### src/rtl/cyc_acct.sv
module cyc_acct #(
  parameter int CNT_W  = 32,
  parameter int BASE_W = 8,
  parameter int NREG   = 16,
  localparam int IDX_W  = $clog2(NREG),
  localparam int COST_W = BASE_W + 2
) (
  input  logic              clk,
  input  logic              rst,
  input  logic              ret_i,
  input  logic [2:0]        cls_i,
  input  logic [BASE_W-1:0] base_i,
  input  logic [IDX_W-1:0]  src_a_i,
  input  logic              src_a_vld_i,
  input  logic [IDX_W-1:0]  src_b_i,
  input  logic              src_b_vld_i,
  input  logic [IDX_W-1:0]  ld_dst_i,
  input  logic              taken_i,
  input  logic              dslot_i,
  output logic [COST_W-1:0] cost_o,
  output logic [COST_W-1:0] last_cost_o,
  output logic [CNT_W-1:0]  tot_o,
  output logic [CNT_W-1:0]  ld_stall_o,
  output logic [CNT_W-1:0]  cti_stall_o,
  output logic [CNT_W-1:0]  taken_o,
  output logic [CNT_W-1:0]  untaken_o
);

  localparam logic [2:0] C_EXEC = 3'd0;
  localparam logic [2:0] C_CTI  = 3'd1;
  localparam logic [2:0] C_LOAD = 3'd2;
  localparam logic [2:0] C_STOR = 3'd3;

  logic [NREG-1:0] act_mask;

  wire is_ex  = cls_i == C_EXEC;
  wire is_cti = cls_i == C_CTI;
  wire is_ld  = cls_i == C_LOAD;
  wire is_st  = cls_i == C_STOR;

  wire chk_a = is_ex | is_st | is_cti | is_ld;
  wire chk_b = is_ex | is_st;

  wire hit_a   = chk_a & src_a_vld_i & act_mask[src_a_i];
  wire hit_b   = chk_b & src_b_vld_i & act_mask[src_b_i];
  wire cti_pen = is_cti & taken_i & ~dslot_i;

  wire [1:0] nstall = {1'b0, hit_a} + {1'b0, hit_b};

  assign cost_o = COST_W'(base_i) + COST_W'(nstall) + COST_W'(cti_pen);

  function automatic logic [CNT_W-1:0] sat_add(input logic [CNT_W-1:0] a,
                                               input logic [COST_W-1:0] b);
    logic [CNT_W:0] s;
    s = {1'b0, a} + (CNT_W+1)'(b);
    return s[CNT_W] ? {CNT_W{1'b1}} : s[CNT_W-1:0];
  endfunction

  always_ff @(posedge clk) begin
    if (rst) begin
      act_mask    <= '0;
      last_cost_o <= '0;
      tot_o       <= '0;
      ld_stall_o  <= '0;
      cti_stall_o <= '0;
      taken_o     <= '0;
      untaken_o   <= '0;
    end else if (ret_i) begin
      act_mask    <= is_ld ? (NREG'(1) << ld_dst_i) : '0;
      last_cost_o <= cost_o;
      tot_o       <= sat_add(tot_o, cost_o);
      ld_stall_o  <= sat_add(ld_stall_o, COST_W'(nstall));
      cti_stall_o <= sat_add(cti_stall_o, COST_W'(cti_pen));
      taken_o     <= sat_add(taken_o, COST_W'(is_cti & taken_i));
      untaken_o   <= sat_add(untaken_o, COST_W'(is_cti & ~taken_i));
    end
  end

  p_cost_range_r2: assert property (@(posedge clk) disable iff (rst)
    ret_i |-> (cost_o >= COST_W'(base_i)) && (cost_o <= COST_W'(base_i) + COST_W'(3)));

  p_no_src_r5: assert property (@(posedge clk) disable iff (rst)
    ret_i && !src_a_vld_i && !src_b_vld_i && !is_cti |-> cost_o == COST_W'(base_i));

  p_block_r8: assert property (@(posedge clk) disable iff (rst)
    ret_i && cls_i[2] |-> cost_o == COST_W'(base_i));

  p_last_r9: assert property (@(posedge clk) disable iff (rst)
    ret_i |=> last_cost_o == $past(cost_o));

  p_tk_other_r7: assert property (@(posedge clk) disable iff (rst)
    ret_i && !is_cti |=> $stable(taken_o) && $stable(untaken_o) && $stable(cti_stall_o));

  p_no_wrap_r10: assert property (@(posedge clk) disable iff (rst)
    ret_i |=> tot_o >= $past(tot_o));

  p_idle_r11: assert property (@(posedge clk) disable iff (rst)
    !ret_i |=> $stable(tot_o) && $stable(last_cost_o) && $stable(ld_stall_o));

endmodule

### config.mk
export PLATFORM = sky130hd
export DESIGN_NAME = cyc_acct
export DESIGN_NICKNAME = d
export VERILOG_FILES = /design/src/rtl/cyc_acct.sv
export SDC_FILE = /design/constraint.sdc
export NUM_CORES = 1
export LEC_CHECK = 0
export BUFFER_PORTS_ARGS = -buffer_cell sky130_fd_sc_hd__buf_2
export CAP_MARGIN = 20
export CORE_MARGIN = 4
export CORE_UTILIZATION = 50
export DETAILED_ROUTE_END_ITERATION = 7
export HOLD_SLACK_MARGIN = 0.08
export PLACE_DENSITY = 0.86
export SYNTH_ARGS = -nofsm -noshare
export SYNTH_HDL_FRONTEND = slang
export SYNTH_SLANG_ARGS = --single-unit
### constraint.sdc
create_clock -name clk -period 6.5 [get_ports clk]
set_input_delay 0.975 -clock clk [delete_from_list [all_inputs] [get_ports clk]]
set_output_delay 0.975 -clock clk [all_outputs]
set_load 0.01 [all_outputs]
==> run metrics, run 1 <==
Yosys warning count 0; Buffers on Ports approximately 210; # nets final roughly 1200; gp weighted congestion 0.896; Worst setup EP type flip-flop; Die ar. 0.0204 sq mm; Post-synth EDFFs 0; asr flop ratio synth 0; Clock transition at path regs 0.07 ns; FMAX about 180 MHz; H-tree depth 4; Pleak 4.49 nW; Synth Area per Inst 8.98 sq um; share of post-route cells with drive strength above 1 0.232; power per standard cell area between 200 and 250 mW/mm^2; Post-DRT Antenna Nets 0; synth top area cells dfxtp_1, a21oi_1, xor2_1, xnor2_1, nor2_1; global-route wire length before repair 38.6 mm; top-area cell type share of the netlist area 0.408; sequential element share of the synthesized area 0.408; Netlist cell types 60; final setup violation count 0; combinational share of power 0.061; Final Max Slew Viols 0; Worst Hold Launch last_cost_o[7]; VDD IR max 0.223 mV; status finished, final reports clean; commonest cells after routing, fill and taps aside buf_2, dfxtp_1, a21oi_1; TritonCTS clock tree done; Internal ~1.8 mW; Detailed Route WL 23.5 mm; met3 wire length 1.62 mm; hold path cells 2; crit path DAT just under 6 ns; start of the worst register-to-register path act_mask[13]; Num CTS Buffers 17; Post-Layout Inst Area about 0.011 sq mm; Die Y 143 um; skew final 0.0124 ns; core area 0.0179 sq mm; Worst-Margin Slew approximately 1.1 ns; via count of the routed design 8299; Crit path largest cell delay 0.58 ns; Setup Total Neg Slack 0 ns; Post-CTS Hold Buffers 0; met1 WL 10.2 mm; top_reg_cell synth dfxtp_1; Setup Buffers After CTS 0; number of synthesized register bits 185; Worst Path Max Fanout 11; met2 WL 11.4 mm; num ports 210; Placement Cell Area around 0.010 sq mm; DR pass1 iterations 5; Worst Path Buf+Inv 2; DRC 0; initial cell density of the core 0.507; Syn Inst Count just over 1000; initial antenna violation count 2; final hold vios 0; share of total power in the clock network 0.460; area delta synth->final 19.7%; crit start category input pin; top layer in use met5; RSZ-0062 raised after global routing false; vias per cell ~5.8; Net Sw Power 0.582 mW; # Max-Cap Violations 0; Mapped Area 0.00908 sq mm; post-CTS sizing 0; delay-heaviest family, CP adder cells; Slew Limit Headroom 0.280; switching part of the total 0.242; HPWL after detailed placement 16.8 mm; clk sinks 185; critical path type input pin to flip-flop; GRT Resource Usage Total 0.227; # fillers approximately 1500; worst skew pair latency 0.42 ns; r2r setup slk 1.33 ns; R2R Path End tot_o[29]; min-delay worst type flip-flop to flip-flop; largest net degree at the start of global routing 101; Crit path required time 6.77 ns; initial drt markers 552; Final Cycle Share 0.861; endpoint of the worst hold path last_cost_o[7]; Die Wd approximately 140 um; FF-to-FF path depth 16; row cnt 49; area leader, netlist dfxtp_1; ordered cell list for the critical path buf_2 -> mux4_2 -> mux4_2 -> and4b_1 -> ha_1 -> fa_1 -> inv_1 -> fa_1 -> nand3b_1 -> xnor2_1 -> ha_1 -> nand3_1 -> o211ai_1 -> nand3_1 -> a2111oi_0 -> xnor2_1 -> a21oi_1; Root Driver clkbuf_16; most common cell after layout, fill and taps aside buf_2; vias in the first global route slightly below 8000; total gr overflow 0; minimum clock period around 5.6 ns; DR WL/cell 16.4 um; CTS Buffer Depth 2; Worst path slowest cell a2111oi_0; Flop pwr share 0.478
-- worst reg2reg max path, delay by kind of cell (launching register included) --
| family | cells | cell delay (ns) |
|---|---|---|
| fa+ha+maj | 4 | 1.40 |
| compound gates | 3 | 0.99 |
| mux | 2 | 0.94 |
| simple gates | 4 | 0.94 |
| xor+xnor | 2 | 0.36 |
| flops | 1 | 0.34 |
| buf+inv | 1 | 0.06 |
-- layout make-up --
cell class	count	area, sq um	area share
clock inverters	14	184	0.0169
repair buffers	215	1100	0.101
flip-flops and latches	185	3700	0.341
inverters	21	78.8	0.00725
clock buffers	18	439	0.0404
well taps	229	287	0.0263
diodes	1	2.50	0.000230
multi-input cells	753	5080	0.467
-- stage by stage --
step	total power [mW]	cells	worst slack (ns)	util	hold slack, ns
CTS	2.43	1435	0.922	0.607	0.484
detailed placement	1.33	1403	0.501	0.572	0.474
floorplan	1.27	1012	0.964	-	0.462
global placement	1.32	1403	0.669	0.572	0.469
finish	2.41	1436	0.903	0.607	0.477
global route	2.49	1436	0.604	0.607	0.518
-- how the worst max path moves through the flow --
stage / cells after the start / end / startpoint
detailed placement: 17 / tot_o[23] / src_b_i[0]
finish: 17 / tot_o[29] / src_b_i[0]
CTS: 17 / tot_o[29] / src_b_i[0]
global placement: 17 / tot_o[27] / src_b_i[0]
floorplan: 17 / tot_o[14] / src_a_i[0]
global route: 17 / tot_o[29] / src_b_i[0]
-- registers in the layout, indices dropped and copies added, names as in the netlist --
name and count:
act_mask 16, taken_o 32, tot_o 32, ld_stall_o 32, last_cost_o 9, untaken_o 32
cti_stall_o 32
-- Yosys cell counts (19+ instances only) --
master,n
a21oi_1,133
a211oi_1,22
nor2_1,82
nand2_1,70
nand3_1,32
xor2_1,67
and3_1,29
nor3_1,28
clkbuf_1,38
xnor2_1,57
inv_1,20
ha_1,19
and4_1,20
dfxtp_1,185
nand4_1,36
-- cell families (layout without fill, tap and decap cells) --
group / Yosys count / after routing / share of synthesized area
AOI/OAI and AO/OA: 233 / 233 / 0.159
xor gates and xnor gates: 124 / 124 / 0.120
adders and majority gates: 23 / 23 / 0.0350
muxes: 22 / 22 / 0.0380
buffers and inverters: 74 / 268 / 0.0337
other: 1 / 3 / 0.000413
and+or+nand+nor: 349 / 349 / 0.207
DFF: 185 / 185 / 0.408
-- power by group through the flow --
stage | combinational (mW) | clock [mW] | sequential, mW
final | 0.148 | 1.11 | 1.15
after global routing | 0.164 | 1.18 | 1.15
after CTS | 0.148 | 1.13 | 1.15
after detailed placement | 0.147 | 0 | 1.18
after global placement | 0.143 | 0 | 1.18
after floorplan | 0.0910 | 0 | 1.18
-- layer usage --
layer / vias to the layer above / global-route usage
li1: 4028 / -
met1: 3982 / 0.300
met2: 261 / 0.378
met3: 26 / 0.0566
met4: 2 / 0.0520
met5: - / 0
No activity file was read; power rests on OpenSTA's default activity.
==> run 2: changes to the inputs <==
==> constraint.sdc (replaced) <==
create_clock -name clk -period 6.5 [get_ports clk]
set_input_delay 0.325 -clock clk [delete_from_list [all_inputs] [get_ports clk]]
set_output_delay 0.325 -clock clk [all_outputs]
set_load 0.01 [all_outputs]
==> run metrics, run 2 (synthesis gave the netlist of run 1 again) <==
Setup Buffers After CTS 0 (unchanged); final hold vios 0 (unchanged); global-route wire length before repair 37.7 mm (-2.5%); Die Wd 143 um (unchanged); Die ar. 0.0204 sq mm (unchanged); vias in the first global route 7558 (-2.0%); TritonCTS clock tree done; Worst path slowest cell a2111oi_0; core area 0.0179 sq mm (unchanged); Pleak 4.50 nW (+0.18%); Flop pwr share 0.475 (-0.003); # Max-Cap Violations 0 (unchanged); power per standard cell area 223 mW/mm^2 (+0.49%); combinational share of power 0.061 (about the same); gp weighted congestion 0.921 (+2.9%); top layer in use met5; crit start category flip-flop; Clock transition at path regs 0.07 ns (about the same); Worst setup EP type flip-flop; Buffers on Ports 207 (unchanged); Crit path largest cell delay 0.68 ns (+0.10 ns); DR WL/cell 16.3 um (-0.83%); num ports 210 (unchanged); status finished, final reports clean; final setup violation count 0 (unchanged); worst skew pair latency 0.42 ns (about the same); met3 wire length 1.66 mm (+2.2%); commonest cells after routing, fill and taps aside buf_2, dfxtp_1, a21oi_1; area of the multi-input gates 0.00508 sq mm (unchanged); share of post-route cells with drive strength above 1 0.233 (+0.000636); Root Driver clkbuf_16; GRT Resource Usage Total 0.223 (-0.00475); Final Max Slew Viols 0 (unchanged); largest net degree at the start of global routing 112 (+11%); Crit path required time 6.77 ns (about the same); Worst Path Buf+Inv 1 (-1); Final Cycle Share 0.799 (-0.0619); Worst Path Max Fanout 11 (unchanged); Setup Total Neg Slack 0 ns (unchanged); FMAX 192 MHz (+7.7%); ordered cell list for the critical path mux4_2 -> mux4_2 -> and4b_1 -> ha_1 -> fa_1 -> inv_1 -> fa_1 -> nand3b_1 -> xnor2_1 -> ha_1 -> nand3_1 -> o211ai_1 -> nand3_1 -> a2111oi_0 -> xnor2_1 -> a21oi_1; CTS Buffer Depth 2 (unchanged); total gr overflow 0 (unchanged); FF/Latch Area 0.00370 sq mm (unchanged); Worst Slack Setup Final 1.30 ns (+0.402 ns); share of total power in the clock network 0.464 (+0.004); Internal 1.85 mW (+1.5%); Post-CTS Hold Buffers 0 (unchanged); most common cell after layout, fill and taps aside buf_2; worst slack, placed 1.16 ns (+0.656 ns); # nets final 1247 (+0.080%); row cnt 49 (unchanged); skew final 0.00773 ns (-0.00464 ns); minimum clock period 5.20 ns (-0.402 ns); HPWL after detailed placement 16.9 mm (+0.45%); vias per cell 5.69 (-1.5%); Core Util, Final 0.609 (+0.00140); via count of the routed design 8189 (-1.3%); RSZ-0062 raised after global routing false; Net Sw Power 0.572 mW (-1.6%); Post-DRT Antenna Nets 0 (unchanged); delay-heaviest family, CP adder cells; min-delay worst type input pin to flip-flop; # fillers 1576 (+2.3%); DR pass1 iterations 5 (unchanged); total power 2.43 mW (+0.72%); post-CTS sizing 0 (unchanged); initial drt markers 551 (-0.18%); met1 WL 10.4 mm (+1.6%); area delta synth->final 20.0%; critical path type flip-flop to flip-flop; DRC 0 (unchanged); Final Hold Slack 0.266 ns (-0.211 ns); initial cell density of the core 0.507 (unchanged); VDD IR max 0.192 mV (-14%); crit path DAT 5.47 ns (-0.40 ns); Worst-Margin Slew 1.05 ns (-0.0273 ns); switching part of the total 0.236 (-0.00564); Detailed Route WL 23.4 mm (-0.70%); Die Y 143 um (unchanged); initial antenna violation count 4 (+2); Num CTS Buffers 17 (unchanged); H-tree depth 4 (unchanged); clk sinks 185 (unchanged); met2 WL 10.9 mm (-4.7%); Slew Limit Headroom 0.299 (+0.0183)
==> run 2: power by group through the flow <==
stage                     Sequential [mW]  Clock, mW  Combinational, mW
after floorplan                      1.18          0             0.0910
after global placement               1.18          0              0.144
after detailed placement             1.18          0              0.147
after CTS                            1.15       1.15              0.148
after global routing                 1.15       1.20              0.162
final                                1.15       1.13              0.148
==> run 2: area by class of cell <==
| type | instances | share of cell area |
|---|---|---|
| Sequential cell | 185 | 0.340 |
| Antenna cell | 2 | 0.000459 |
| Tap cell | 229 | 0.0263 |
| Inverter | 21 | 0.00723 |
| Clock buffer | 17 | 0.0390 |
| Multi-Input combinational cell | 753 | 0.466 |
| Timing Repair Buffer | 216 | 0.102 |
| Clock inverter | 15 | 0.0195 |
==> run 2: final timing paths <==
check	slack, ns	to	startpoint	cells past startpoint
worst max-delay path	1.30	tot_o[23]	act_mask[15]	16
worst min-delay path	0.27	act_mask[7]	ld_dst_i[2]	3
worst max register to register	1.30	tot_o[23]	act_mask[15]	16
worst min register to register	0.48	last_cost_o[7]	last_cost_o[7]	2
==> run 2: metrics by stage <==
step | std cells | area (sq um)
global placement | 1404 | 10300
detailed placement | 1404 | 10300
CTS | 1436 | 10900
floorplan | 1012 | 9090
global route | 1438 | 10900
finish | 1438 | 10900
==> run 2: routing by layer <==
layer,vias up,global-route usage
met5,-,0
met4,4,0.0610
met3,29,0.0596
met2,261,0.355
met1,3869,0.300
li1,4026,-
==> run 2: worst reg2reg max path: stages (launching register included) <==
cell	delay, ns
dfxtp_1	0.34
mux4_2	0.47
mux4_2	0.48
and4b_1	0.20
ha_1	0.36
fa_1	0.24
inv_1	0.06
fa_1	0.39
nand3b_1	0.21
xnor2_1	0.17
ha_1	0.39
nand3_1	0.10
o211ai_1	0.29
nand3_1	0.40
a2111oi_0	0.68
xnor2_1	0.19
a21oi_1	0.08
==> run 3: changes to the inputs <==
==> constraint.sdc (replaced) <==
create_clock -name clk -period 5.2 [get_ports clk]
set_input_delay 0.26 -clock clk [delete_from_list [all_inputs] [get_ports clk]]
set_output_delay 0.26 -clock clk [all_outputs]
set_load 0.01 [all_outputs]
==> run metrics, run 3 (synthesis gave the netlist of run 1 again) <==
Flop pwr share 0.452 (-0.023); share of post-route cells with drive strength above 1 0.238 (+0.00505); initial antenna violation count 1 (-3); FF-to-FF path depth 16 (unchanged); FF/Latch Area 0.00370 sq mm (unchanged); Die Wd 143 um (unchanged); CTS Buffer Depth 2 (unchanged); Net Sw Power 0.719 mW (+26%); combinational share of power 0.060 (about the same); Worst setup EP type flip-flop; Die Y 143 um (unchanged); Clock transition at path regs 0.07 ns (about the same); num ports 210 (unchanged); area of the multi-input gates 0.00508 sq mm (+0.12%); commonest cells after routing, fill and taps aside buf_2, dfxtp_1, a21oi_1; skew final 0.00865 ns (+0.000913 ns); vias per cell 5.72 (+0.48%); ordered cell list for the critical path mux4_2 -> mux4_2 -> and3b_1 -> ha_1 -> fa_1 -> a21o_1 -> and4_1 -> and3_1 -> xor2_1 -> ha_1 -> a21o_1 -> a21o_1 -> nor2b_1 -> or2_2 -> and2_1 -> a311oi_1; DR pass1 iterations 5 (unchanged); Worst Path Max Fanout 10 (-1); critical path type flip-flop to flip-flop; via count of the routed design 8263 (+0.90%); RSZ-0062 raised after global routing true; Slew Limit Headroom 0.310 (+0.0112); total gr overflow 0 (unchanged); Core Util, Final 0.616 (+0.00734); vias in the first global route 7624 (+0.87%); clk sinks 185 (unchanged); global-route wire length before repair 38.1 mm (+1.3%); Crit path required time 5.53 ns (-1.24 ns); core area 0.0179 sq mm (unchanged); Post-DRT Antenna Nets 0 (unchanged); Worst-Margin Slew 1.03 ns (-0.0233 ns); HPWL after detailed placement 16.8 mm (-0.14%); Crit path largest cell delay 0.47 ns (-0.21 ns); Critical Path Source act_mask[11]; hold path cells 3 (unchanged); initial cell density of the core 0.507 (unchanged); Worst Hold Launch ld_dst_i[0]; Pleak 4.58 nW (+1.7%); Final Non-Filler Cells 1444 (+0.42%); Placement Cell Area 0.0103 sq mm (+0.59%); VDD IR max 0.219 mV (+14%); power per standard cell area 289 mW/mm^2 (+30%); GRT Resource Usage Total 0.226 (+0.00346); TritonCTS clock tree done; # Max-Cap Violations 0 (unchanged); switching part of the total 0.225 (-0.0106); Final Cycle Share 0.956 (+0.157); Setup Buffers After CTS 0 (unchanged); most common cell after layout, fill and taps aside buf_2; Worst path slowest cell mux4_2; Detailed Route WL 23.5 mm (+0.50%); start of the worst register-to-register path act_mask[11]; share of total power in the clock network 0.488 (+0.024); minimum clock period 4.97 ns (-0.222 ns); largest net degree at the start of global routing 119 (+6.3%); worst slack, placed 0.123 ns (-1.03 ns); initial drt markers 444 (-19%); FMAX 201 MHz (+4.5%); Worst Slack Setup Final 0.227 ns (-1.08 ns); Die ar. 0.0204 sq mm (unchanged); gp weighted congestion 0.922 (about the same); H-tree depth 4 (unchanged); Num CTS Buffers 17 (unchanged); row cnt 49 (unchanged); Buffers on Ports 207 (unchanged); placed cell count 1412 (+0.57%); crit start category flip-flop; # nets final 1255 (+0.64%); DRC 0 (unchanged); most frequent CP cell a21o_1; area delta synth->final 21.4%; n_diodes 0 (-2); final hold vios 0 (unchanged); crit path DAT 5.30 ns (-0.17 ns); Root Driver clkbuf_16; Final Max Slew Viols 0 (unchanged); final setup violation count 0 (unchanged); DR WL/cell 16.3 um (about the same); Post-Layout Inst Area 0.0110 sq mm (+1.2%); worst skew pair latency 0.42 ns (about the same); status finished, final reports clean; Internal 2.47 mW (+33%); # fillers 1546 (-1.9%); min-delay worst type input pin to flip-flop
[run 3: cell types whose count changed in the layout (fill, tap and decap cells not counted)]
cell / change
a2111oi_1: +1
diode_2: -2
buf_4: +8
bufinv_16: +3
nand3_2: +1
clkinvlp_4: -3
nand3_1: -1
clkbuf_1: +1
a2111oi_0: -1
clkinv_2: -2
inv_6: +1
[run 3: stage by stage]
step	TNS (ns)	hold slack, ns	power, mW
2_1_floorplan	0	0.426	1.59
3_3_place_gp	0	0.470	1.66
3_5_place_dp	0	0.475	1.66
4_1_cts	0	0.172	3.22
5_1_grt	-0.0310	0.200	3.31
6_report	0	0.196	3.19
[run 3: layout make-up]
type,instances,share of cell area
clock buffer,18,0.0389
clock inverter,14,0.0253
inverter,21,0.00715
multi-input combinational,753,0.461
sequential,185,0.336
tap,229,0.0260
timing repair buffer,224,0.106
[run 3: per-layer routing]
metal / wire length [um] / part of all wire / up-vias / GRT usage
li1: - / - / 4039 / -
met4: 552 / 0.023 / 2 / 0.0765
met5: 13 / 0.00055 / - / 0
met3: 1580 / 0.067 / 35 / 0.0522
met1: 10400 / 0.44 / 3920 / 0.306
met2: 11000 / 0.47 / 267 / 0.358
[run 3: power by group through the flow]
stage	Combinational [mW]	Sequential (mW)	Clock, mW
CTS	0.189	1.44	1.59
global placement	0.185	1.47	0
finish	0.190	1.44	1.56
global route	0.208	1.44	1.66
detailed placement	0.188	1.47	0
floorplan	0.114	1.48	0
[run 3: repair_timing]
action / CTS / global route
hold buffers: 0 / 0
endpoints found under the setup margin: 0 / 6
resized for setup: 0 / 2
[run 3: critical path, delay by kind of cell (launching register included)]
family,cells,cell delay (ns)
fa+ha+maj,3,1.11
mux,2,0.93
compound gates,4,0.86
xor+xnor,1,0.22
simple gates,6,1.41
flops,1,0.33
[run 3: path summary, 6_finish.rpt]
path,to,slack [ns]
setup reg to reg,tot_o[28],0.23
hold / removal,act_mask[15],0.20
hold reg to reg,last_cost_o[6],0.48
setup / recovery,tot_o[28],0.23
